**src/rtl/dma_pkg.sv**
```systemverilog
package dma_pkg;
    localparam int DW = 32;

    localparam logic [2:0] RI_SRC  = 3'd0;
    localparam logic [2:0] RI_DST  = 3'd1;
    localparam logic [2:0] RI_CNT  = 3'd2;
    localparam logic [2:0] RI_CTRL = 3'd3;
    localparam logic [2:0] RI_OPR  = 3'd4;

    localparam logic [3:0] RS_AUTO = 4'b0100;

    typedef enum logic [1:0] {
        AM_FIXED = 2'd0,
        AM_INC   = 2'd1,
        AM_DEC   = 2'd2,
        AM_HOLD  = 2'd3
    } amode_e;

    typedef enum logic [1:0] {
        ST_IDLE  = 2'd0,
        ST_READ  = 2'd1,
        ST_WRITE = 2'd2
    } st_e;

    typedef struct packed {
        logic       ok;
        logic [2:0] lg;
        logic       div;
    } usz_t;
endpackage

```
**src/rtl/dma_size_dec.sv**
```systemverilog
module dma_size_dec
    import dma_pkg::*;
(
    input  logic [3:0] code,
    output usz_t       usz
);
    always_comb begin
        unique case (code)
            4'd0:    usz = '{ok: 1'b1, lg: 3'd0, div: 1'b0};
            4'd1:    usz = '{ok: 1'b1, lg: 3'd1, div: 1'b0};
            4'd2:    usz = '{ok: 1'b1, lg: 3'd2, div: 1'b0};
            4'd7:    usz = '{ok: 1'b1, lg: 3'd3, div: 1'b0};
            4'd3:    usz = '{ok: 1'b1, lg: 3'd4, div: 1'b0};
            4'd4:    usz = '{ok: 1'b1, lg: 3'd5, div: 1'b0};
            4'd11:   usz = '{ok: 1'b1, lg: 3'd4, div: 1'b1};
            4'd12:   usz = '{ok: 1'b1, lg: 3'd5, div: 1'b1};
            default: usz = '{ok: 1'b0, lg: 3'd0, div: 1'b0};
        endcase
    end
endmodule

```
**src/rtl/dma_regs.sv**
```systemverilog
module dma_regs
    import dma_pkg::*;
#(
    parameter int ADDR_W = 29,
    parameter int CNT_W  = 24
) (
    input  logic              clk,
    input  logic              rst_n,
    input  logic              we,
    input  logic [2:0]        addr,
    input  logic [DW-1:0]     wdata,
    output logic [DW-1:0]     rdata,
    input  logic              busy,
    input  logic              nmi_in,
    input  logic              upd,
    input  logic [ADDR_W-1:0] upd_src,
    input  logic [ADDR_W-1:0] upd_dst,
    input  logic [CNT_W-1:0]  upd_cnt,
    input  logic              set_te,
    input  logic              set_ae,
    output logic [ADDR_W-1:0] src,
    output logic [ADDR_W-1:0] dst,
    output logic [CNT_W-1:0]  cnt,
    output logic              de,
    output logic              te,
    output logic              ie,
    output logic [3:0]        size_code,
    output logic [1:0]        smode,
    output logic [1:0]        dmode,
    output logic [3:0]        rs,
    output logic              dme,
    output logic              nmif,
    output logic              ae
);
    logic [1:0] sz_hi, sz_lo;
    logic       wr_src, wr_dst, wr_cnt, wr_ctrl, wr_opr;

    assign size_code = {sz_hi, sz_lo};
    assign wr_src  = we && addr == RI_SRC  && !busy;
    assign wr_dst  = we && addr == RI_DST  && !busy;
    assign wr_cnt  = we && addr == RI_CNT  && !busy;
    assign wr_ctrl = we && addr == RI_CTRL;
    assign wr_opr  = we && addr == RI_OPR;

    always_ff @(posedge clk or negedge rst_n) begin
        if (!rst_n) begin
            src <= '0; dst <= '0; cnt <= '0;
            de <= 1'b0; te <= 1'b0; ie <= 1'b0;
            sz_hi <= '0; sz_lo <= '0; smode <= '0; dmode <= '0; rs <= '0;
            dme <= 1'b0; nmif <= 1'b0; ae <= 1'b0;
        end else begin
            if (upd) begin
                src <= upd_src;
                dst <= upd_dst;
                cnt <= upd_cnt;
            end
            if (wr_src) src <= wdata[ADDR_W-1:0];
            if (wr_dst) dst <= wdata[ADDR_W-1:0];
            if (wr_cnt) cnt <= wdata[CNT_W-1:0];
            if (wr_ctrl) begin
                de <= wdata[0];
                ie <= wdata[2];
                if (!busy) begin
                    sz_lo <= wdata[5:4];
                    smode <= wdata[9:8];
                    dmode <= wdata[11:10];
                    rs    <= wdata[15:12];
                    sz_hi <= wdata[21:20];
                end
            end
            if (set_te)       te <= 1'b1;
            else if (wr_ctrl) te <= te & wdata[1];
            if (wr_opr) dme <= wdata[0];
            if (nmi_in)      nmif <= 1'b1;
            else if (wr_opr) nmif <= nmif & wdata[1];
            if (set_ae)      ae <= 1'b1;
            else if (wr_opr) ae <= ae & wdata[2];
        end
    end

    always_comb begin
        unique case (addr)
            RI_SRC:  rdata = DW'(src);
            RI_DST:  rdata = DW'(dst);
            RI_CNT:  rdata = DW'(cnt);
            RI_CTRL: rdata = {10'd0, sz_hi, 4'd0, rs, dmode, smode,
                              2'd0, sz_lo, 1'b0, ie, te, de};
            RI_OPR:  rdata = {29'd0, ae, nmif, dme};
            default: rdata = '0;
        endcase
    end


    cnt_step_chk: assert property (@(posedge clk) disable iff (!rst_n)
        (!$past(wr_cnt) && cnt != $past(cnt)) |-> cnt == $past(cnt) - 1'b1);


    te_at_zero_chk: assert property (@(posedge clk) disable iff (!rst_n)
        $rose(te) |-> $past(cnt) == '0);
endmodule

```
**src/rtl/dma_fsm.sv**
```systemverilog
module dma_fsm
    import dma_pkg::*;
#(
    parameter int ADDR_W    = 29,
    parameter int CNT_W     = 24,
    parameter int BUF_WORDS = 8
) (
    input  logic              clk,
    input  logic              rst_n,
    input  logic              de,
    input  logic              te,
    input  logic              dme,
    input  logic              nmif,
    input  logic              ae,
    input  logic [3:0]        rs,
    input  usz_t              usz,
    input  logic [1:0]        smode,
    input  logic [1:0]        dmode,
    input  logic [ADDR_W-1:0] src,
    input  logic [ADDR_W-1:0] dst,
    input  logic [CNT_W-1:0]  cnt,
    output logic              busy,
    output logic              upd,
    output logic [ADDR_W-1:0] nsrc,
    output logic [ADDR_W-1:0] ndst,
    output logic [CNT_W-1:0]  ncnt,
    output logic              set_te,
    output logic              set_ae,
    output logic              mem_req,
    output logic              mem_we,
    output logic [ADDR_W-1:0] mem_addr,
    output logic [1:0]        mem_size,
    output logic [DW-1:0]     mem_wdata,
    input  logic [DW-1:0]     mem_rdata,
    input  logic              mem_ready
);
    localparam int BW = $clog2(BUF_WORDS);

    st_e            st, st_n;
    logic [BW-1:0]  bt;
    logic           pt;
    logic [DW-1:0]  dbuf [BUF_WORDS];

    logic [BW:0]        nb_unit, nb_part, part_base;
    logic               last_beat, go, bad, misal, wide, split_more;
    logic [ADDR_W-1:0]  amask, step, off;

    assign wide      = usz.lg > 3'd2;
    assign nb_unit   = wide ? ((BW+1)'(1) << (usz.lg - 3'd2)) : (BW+1)'(1);
    assign nb_part   = usz.div ? (nb_unit >> 1) : nb_unit;
    assign part_base = pt ? nb_part : '0;
    assign last_beat = {1'b0, bt} == part_base + nb_part - 1'b1;
    assign split_more = usz.div && !pt;

    assign amask = ADDR_W'((32'd1 << usz.lg) - 32'd1);
    assign step  = ADDR_W'(32'd1 << usz.lg);
    assign misal = ((src & amask) != '0) || ((dst & amask) != '0);
    assign bad   = !usz.ok || misal ||
                   ((smode == AM_DEC || dmode == AM_DEC) && wide);
    assign go    = de && dme && !ae && !nmif && !te && rs == RS_AUTO;
    assign off   = wide ? ADDR_W'({bt, 2'b00}) : '0;

    // next-state logic
    always_comb begin
        st_n = st;
        unique case (st)
            ST_IDLE:  if (go && !bad && cnt != '0) st_n = ST_READ;
            ST_READ:  if (mem_ready && last_beat) st_n = ST_WRITE;
            ST_WRITE: if (mem_ready && last_beat)
                          st_n = split_more ? ST_READ : ST_IDLE;
            default:  st_n = ST_IDLE;
        endcase
    end

    // state register and beat counters
    always_ff @(posedge clk or negedge rst_n) begin
        if (!rst_n) begin
            st <= ST_IDLE;
            bt <= '0;
            pt <= 1'b0;
        end else begin
            st <= st_n;
            unique case (st)
                ST_IDLE: begin
                    bt <= '0;
                    pt <= 1'b0;
                end
                ST_READ: if (mem_ready)
                    bt <= last_beat ? BW'(part_base) : bt + 1'b1;
                ST_WRITE: if (mem_ready) begin
                    if (!last_beat)      bt <= bt + 1'b1;
                    else if (split_more) begin
                        pt <= 1'b1;
                        bt <= BW'(nb_part);
                    end
                end
                default: ;
            endcase
        end
    end

    always_ff @(posedge clk) begin
        if (st == ST_READ && mem_ready) dbuf[bt] <= mem_rdata;
    end

    // outputs
    always_comb begin
        busy      = st != ST_IDLE;
        mem_req   = st != ST_IDLE;
        mem_we    = st == ST_WRITE;
        mem_size  = wide ? 2'd2 : usz.lg[1:0];
        mem_wdata = dbuf[bt];
        mem_addr  = (st == ST_WRITE) ? dst + ((dmode == AM_HOLD) ? '0 : off)
                                     : src + ((smode == AM_HOLD) ? '0 : off);
        set_ae    = st == ST_IDLE && go && bad;
        set_te    = st == ST_IDLE && go && !bad && cnt == '0;
        upd       = st == ST_WRITE && mem_ready && last_beat && !split_more;
        ncnt      = cnt - 1'b1;
        unique case (smode)
            AM_INC:  nsrc = src + step;
            AM_DEC:  nsrc = src - step;
            default: nsrc = src;
        endcase
        unique case (dmode)
            AM_INC:  ndst = dst + step;
            AM_DEC:  ndst = dst - step;
            default: ndst = dst;
        endcase
    end


    bus_hold_chk: assert property (@(posedge clk) disable iff (!rst_n)
        (mem_req && !mem_ready) |=> (mem_req && $stable(mem_addr) &&
                                     $stable(mem_we) && $stable(mem_wdata)));


    start_gate_chk: assert property (@(posedge clk) disable iff (!rst_n)
        $rose(mem_req) |-> $past(de && dme && !ae && !nmif && !te && rs == RS_AUTO));
endmodule

```
**src/rtl/dma_chan.sv**
```systemverilog
module dma_chan
    import dma_pkg::*;
#(
    parameter int ADDR_W    = 29,
    parameter int CNT_W     = 24,
    parameter int BUF_WORDS = 8
) (
    input  logic              clk,
    input  logic              rst_n,
    input  logic              reg_we,
    input  logic [2:0]        reg_addr,
    input  logic [31:0]       reg_wdata,
    output logic [31:0]       reg_rdata,
    input  logic              nmi_in,
    output logic              irq,
    output logic              mem_req,
    output logic              mem_we,
    output logic [ADDR_W-1:0] mem_addr,
    output logic [1:0]        mem_size,
    output logic [31:0]       mem_wdata,
    input  logic [31:0]       mem_rdata,
    input  logic              mem_ready
);
    logic [ADDR_W-1:0] src, dst, nsrc, ndst;
    logic [CNT_W-1:0]  cnt, ncnt;
    logic              de, te, ie, dme, nmif, ae;
    logic              busy, upd, set_te, set_ae;
    logic [3:0]        size_code, rs;
    logic [1:0]        smode, dmode;
    usz_t              usz;

    dma_regs #(.ADDR_W(ADDR_W), .CNT_W(CNT_W)) u_regs (
        .clk(clk), .rst_n(rst_n), .we(reg_we), .addr(reg_addr),
        .wdata(reg_wdata), .rdata(reg_rdata), .busy(busy), .nmi_in(nmi_in),
        .upd(upd), .upd_src(nsrc), .upd_dst(ndst), .upd_cnt(ncnt),
        .set_te(set_te), .set_ae(set_ae), .src(src), .dst(dst), .cnt(cnt),
        .de(de), .te(te), .ie(ie), .size_code(size_code), .smode(smode),
        .dmode(dmode), .rs(rs), .dme(dme), .nmif(nmif), .ae(ae)
    );

    dma_size_dec u_sdec (.code(size_code), .usz(usz));

    dma_fsm #(.ADDR_W(ADDR_W), .CNT_W(CNT_W), .BUF_WORDS(BUF_WORDS)) u_fsm (
        .clk(clk), .rst_n(rst_n), .de(de), .te(te), .dme(dme), .nmif(nmif),
        .ae(ae), .rs(rs), .usz(usz), .smode(smode), .dmode(dmode),
        .src(src), .dst(dst), .cnt(cnt), .busy(busy), .upd(upd),
        .nsrc(nsrc), .ndst(ndst), .ncnt(ncnt), .set_te(set_te),
        .set_ae(set_ae), .mem_req(mem_req), .mem_we(mem_we),
        .mem_addr(mem_addr), .mem_size(mem_size), .mem_wdata(mem_wdata),
        .mem_rdata(mem_rdata), .mem_ready(mem_ready)
    );

    assign irq = te && ie;


    ae_quiet_chk: assert property (@(posedge clk) disable iff (!rst_n)
        $rose(ae) |-> !mem_req);
endmodule

```
**config.mk**
```make
export PLATFORM = sky130hd
export DESIGN_NAME = dma_chan
export DESIGN_NICKNAME = d
export VERILOG_FILES = /design/src/rtl/dma_pkg.sv /design/src/rtl/dma_size_dec.sv /design/src/rtl/dma_regs.sv /design/src/rtl/dma_fsm.sv /design/src/rtl/dma_chan.sv
export SDC_FILE = /design/constraint.sdc
export NUM_CORES = 1
export LEC_CHECK = 0
export ABC_AREA = 1
export BUFFER_PORTS_ARGS = -buffer_cell sky130_fd_sc_hd__buf_2
export CAP_MARGIN = 25
export CORE_ASPECT_RATIO = 0.75
export CORE_MARGIN = 10
export CORE_UTILIZATION = 43
export CTS_BUF_LIST = sky130_fd_sc_hd__clkbuf_8 sky130_fd_sc_hd__clkbuf_16
export DETAILED_ROUTE_END_ITERATION = 10
export PLACE_DENSITY = 0.66
export SLEW_MARGIN = 20
export SYNTH_ARGS = -nofsm -noshare
export SYNTH_HDL_FRONTEND = slang
export SYNTH_HIERARCHICAL = 1
export SYNTH_SLANG_ARGS = --single-unit
```
**constraint.sdc**
```tcl
create_clock -name clk -period 5.4 [get_ports clk]
set_input_delay 0.81 -clock clk [delete_from_list [all_inputs] [get_ports clk]]
set_output_delay 0.81 -clock clk [all_outputs]
set_load 0.02 [all_outputs]
```
==> flow_results.org <==
** Synth
- Most common flop cell mapped by yosys :: sky130_fd_sc_hd__edfxtp_1
- Synthesis instantiated 56 different standard cells from the library.
- After synthesis the netlist holds a flip-flop and latch count of 362.
- Counting every instance in the synthesized netlist gives 2886.
- The synthesized netlist occupies a cell area of 23000 um^2.
- Dividing the synthesized area by the synthesized cell count gives 7.971 um^2.
- Number of flops mapped to enable cells by yosys :: 256
- Yosys printed 6 warnings.
- Of the synthesized area, sequential elements account for 0.4495.
- Async S/R FF share, synth :: 0.2928

** Timing
- Final-report hold violation count :: 0
- In this run the tightest slew margin relative to its limit is 0.2955.
- Final total negative setup slack :: 0 ps
- Setup violators final :: 0
- Max Clock Freq :: 0.1936 GHz
- Hold is met by 338.3 ps.
- At the pin with the least slew margin, the transition time is 1050 ps.
- Between clock sinks in the finished design, the worst skew comes to 38.08 ps.
- The number of pins exceeding their max-slew limit in the final report was 0.
- Of the available clock period, the critical path in the final layout requires 0.9564.
- Final period demand of the worst path :: 5165 ps
- Final WS setup :: 235.2 ps

** Final layout
- Most common cell after layout, fill and taps aside :: sky130_fd_sc_hd__nand2_1
- The library cells used most frequently in the layout, excluding fill and tap cells, are 849 x sky130_fd_sc_hd__nand2_1, 314 x sky130_fd_sc_hd__nand3_1, 302 x sky130_fd_sc_hd__inv_1.
- Compared with the post-synthesis result, the final layout area differs by 13.16%.
- The net count of the finished layout is 3191.
- Proportion of layout cells with a drive suffix above 1 :: 0.1267
- The finished cells cover 26030 um^2.

** Drt
- Total via count after detailed routing :: 21647
- DRT antenna net count :: 0
- For this block, the routed nets add up to 81870 um of wire.
- Detail-routed net length per standard cell :: 21.73 um
- TritonRoute pass-1 iters :: 6
- In this run, the number of DRC markers left after iteration 0 of detailed routing was 2652.
- Using the TritonRoute via totals, the vias-per-cell ratio works out to 5.745.
- After detailed routing, the number of remaining DRC violations is 0.

** CTS
- At the later pin of the worst-skew pair, clock insertion delay measures 570 ps.
- TritonCTS built the clock tree.
- CTS Buffer Depth :: 3
- The H-tree was split into 2 levels.
- Buffers inserted during clock tree synthesis total 39.
- Library cell used as clock root buffer :: sky130_fd_sc_hd__clkbuf_16
- The tree built by TritonCTS fans out to 362 sinks.
- Clock edge transition at the registers on the reported setup and hold paths :: 60 ps

** Setup path
- Critical Path RT :: 4590 ps
- The worst setup path is launched from a flip-flop.
- Data on the critical path arrives at its endpoint at 4350 ps.
- Worst Setup Path Type :: reg -> out
- The worst setup path is captured at an output pin.
- In this run the worst path has a maximum fanout of 8.

** Floorplanning
- Placement row count :: 73
- Die width :: 287.1 um
- In this run the vertical extent of the chip is 220.3 um.
- The total area inside the core boundary comes to 52980 um^2.
- In this run the count of I/O pins placed on the die edge is 170.
- The initial utilization of the core area, before any placement, comes to 0.4342.
- Die outline area :: 63250 um^2

** Job
- Number of max-capacitance violations reported :: 0

** Placement
- Summed over all nets, the half-perimeter wirelength after detailed placement is 60150 um.
- Gp weighted congestion :: 0.9958
- Summing all placed instances gives a cell area of 24600 um^2.
- Post-placement worst setup slack :: 498.0 ps
- Input and output buffers added on the ports amount to 163.

** GRT
- Via count of the first global-routing pass :: 19796
- The initial antenna violation count came to 1.
- Met3 GRT Util :: 0.06089
- The first global-routing pass estimated 121600 um of wire.
- Entering global routing, the biggest net connects 60 pins.
- Combined global-route utilization of all metal layers :: 0.2501
- For met2 alone, demand over resource in global routing was 0.3571.
- After global routing the overflow that remains totals 0.
- For this run, global-route usage on met1 was measured as 0.3764.
- Grt peak-use layer :: met1

** Status
- The run finished with clean final reports.

** Pwr
- Leakage power :: 11.64 nW
- Power spread over the standard cell area amounts to 664.6 nW/um^2.
- Worst vdd rail ir drop :: 309.3 uV
- Final total power :: 17.30 mW

** Worst hold path
- In this run the worst hold path is classified as in -> async.
[layer usage]
layer	vias to the layer above	part of all wire	wire, um
li1	10050	-	-
met1	10412	0.45	37030
met2	1088	0.41	33840
met3	97	0.12	9448
met4	0	0.019	1548
met5	-	0	0
[through the flow]
stage,cells,util
final,3768,0.4914
after global routing,3768,0.4914
after CTS,3757,0.4887
after detailed placement,3688,0.4644
after global placement,3688,0.4644
after floorplan,2888,-
[final timing paths]
check,depth (start not counted),startpoint,slack [ps],to
min in group clk,3,nmi_in,490,u_regs/nmif
max,23,u_regs/sz_lo[1],240,mem_addr[10]
min,1,rst_n,340,u_regs/cnt[1]
max in group asynchronous,2,rst_n,3760,u_regs/src[22]
max reg2reg,24,u_regs/sz_lo[0],400,u_regs/dst[25]
min reg2reg,2,u_regs/rs[2],510,u_regs/rs[2]
[state kept, by name, summed over array words and instances, names as in the netlist]
signal and count:
u_regs/dme 1, u_regs/dst 29, u_regs/sz_lo 2, u_regs/ae 1
u_fsm/pt 1, u_regs/src 29, u_fsm/bt 3, u_fsm/dbuf 256
u_regs/te 1, u_regs/dmode 2, u_fsm/st 2, u_regs/rs 4
u_regs/ie 1, u_regs/cnt 24, u_regs/smode 2, u_regs/nmif 1
u_regs/sz_hi 2, u_regs/de 1
[synthesized netlist by cell type, types with 2 or more instances]
master	n	area (um^2)
sky130_fd_sc_hd__a21boi_0	4	30.03
sky130_fd_sc_hd__a21oi_1	86	430.4
sky130_fd_sc_hd__a221oi_1	26	227.7
sky130_fd_sc_hd__buf_6	5	56.30
sky130_fd_sc_hd__nand2_2	10	62.56
sky130_fd_sc_hd__nand3_1	315	1577
sky130_fd_sc_hd__buf_2	37	185.2
sky130_fd_sc_hd__edfxtp_1	256	7687
sky130_fd_sc_hd__a21oi_2	2	17.52
sky130_fd_sc_hd__xor2_1	54	473.0
sky130_fd_sc_hd__a21o_1	4	30.03
sky130_fd_sc_hd__ha_1	87	1089
sky130_fd_sc_hd__inv_2	19	71.32
sky130_fd_sc_hd__a31oi_1	6	37.54
sky130_fd_sc_hd__nor2_1	175	656.9
sky130_fd_sc_hd__nand3_2	8	80.08
sky130_fd_sc_hd__nor2_2	5	31.28
sky130_fd_sc_hd__dfrtp_1	106	2653
sky130_fd_sc_hd__o21bai_1	10	75.07
sky130_fd_sc_hd__nor3_1	50	250.2
sky130_fd_sc_hd__a22o_1	23	201.4
sky130_fd_sc_hd__or2_2	20	125.1
sky130_fd_sc_hd__xnor2_1	11	96.34
sky130_fd_sc_hd__a211oi_1	4	30.03
sky130_fd_sc_hd__nand2_1	851	3194
sky130_fd_sc_hd__nor3_2	6	60.06
sky130_fd_sc_hd__buf_1	10	37.54
sky130_fd_sc_hd__fa_1	5	100.1
sky130_fd_sc_hd__a22oi_1	38	285.3
sky130_fd_sc_hd__clkinv_1	3	11.26
sky130_fd_sc_hd__o21ai_1	10	50.05
sky130_fd_sc_hd__o21ai_2	3	26.28
sky130_fd_sc_hd__clkbuf_1	49	183.9
sky130_fd_sc_hd__and2_1	2	12.51
sky130_fd_sc_hd__nor2_4	7	78.83
sky130_fd_sc_hd__buf_4	11	82.58
sky130_fd_sc_hd__nand2_4	5	56.30
sky130_fd_sc_hd__inv_1	295	1107
sky130_fd_sc_hd__nand4_1	93	581.8
sky130_fd_sc_hd__nand3b_1	7	52.55
sky130_fd_sc_hd__o22ai_1	5	31.28
sky130_fd_sc_hd__nor4_1	13	81.33
sky130_fd_sc_hd__o21ai_0	137	685.7
[cell families (layout without fill, tap and decap cells)]
| family | count (synthesis) | after routing | share of synthesized area |
|---|---|---|---|
| fa+ha+maj | 92 | 92 | 0.05167 |
| mux | 1 | 1 | 0.0004351 |
| compound gates | 363 | 363 | 0.09556 |
| xor+xnor | 65 | 65 | 0.02475 |
| buf+inv | 430 | 597 | 0.07571 |
| simple gates | 1572 | 1572 | 0.3022 |
| flops | 362 | 362 | 0.4495 |
| other cells | 1 | 4 | 0.0001630 |
[critical path, cell delays in order (launching register included)]
cell	delay, ps
sky130_fd_sc_hd__dfrtp_1	390
sky130_fd_sc_hd__inv_1	80
sky130_fd_sc_hd__ha_1	280
sky130_fd_sc_hd__nand2_1	60
sky130_fd_sc_hd__nand2_1	110
sky130_fd_sc_hd__o21ai_4	240
sky130_fd_sc_hd__inv_2	110
sky130_fd_sc_hd__nand3_2	100
sky130_fd_sc_hd__nand2_4	100
sky130_fd_sc_hd__nor3_2	120
sky130_fd_sc_hd__ha_2	200
sky130_fd_sc_hd__inv_1	50
sky130_fd_sc_hd__fa_1	380
sky130_fd_sc_hd__inv_1	90
sky130_fd_sc_hd__nand2_1	80
sky130_fd_sc_hd__a21oi_2	150
sky130_fd_sc_hd__nand2_1	120
sky130_fd_sc_hd__nor2_4	180
sky130_fd_sc_hd__buf_4	130
sky130_fd_sc_hd__nand2_1	60
sky130_fd_sc_hd__nor2_1	150
sky130_fd_sc_hd__nor2_1	60
sky130_fd_sc_hd__o22ai_1	290
sky130_fd_sc_hd__buf_2	240
[power breakdown]
| group | internal (mW) | total (mW) | leakage (nW) | switching [mW] |
|---|---|---|---|---|
| clock network | 1.58 | 2.69 | 0.652 | 1.11 |
| registers | 3.41 | 4.24 | 3.64 | 0.830 |
| logic | 3.28 | 10.4 | 7.35 | 7.09 |
| total | 8.27 | 17.3 | 11.6 | 9.03 |
[cell type report]
class | count | area, um^2
clock buffer | 43 | 1042
inverter | 318 | 1196
antenna | 1 | 2.502
timing repair buffer | 210 | 1211
multi-input combinational | 2096 | 11110
tap | 712 | 890.9
clock inverter | 26 | 240.2
sequential | 362 | 10340
fill | 5205 | 26940
[repair_timing]
item / in CTS / in global routing
pin swaps: 0 / 5
setup buffers: 0 / 10
endpoints found under the hold margin: 0 / 0
endpoints found under the setup margin: 5 / 10
hold buffers: 0 / 0
resized for setup: 1 / 17
No activity file was read; power rests on OpenSTA's default activity.
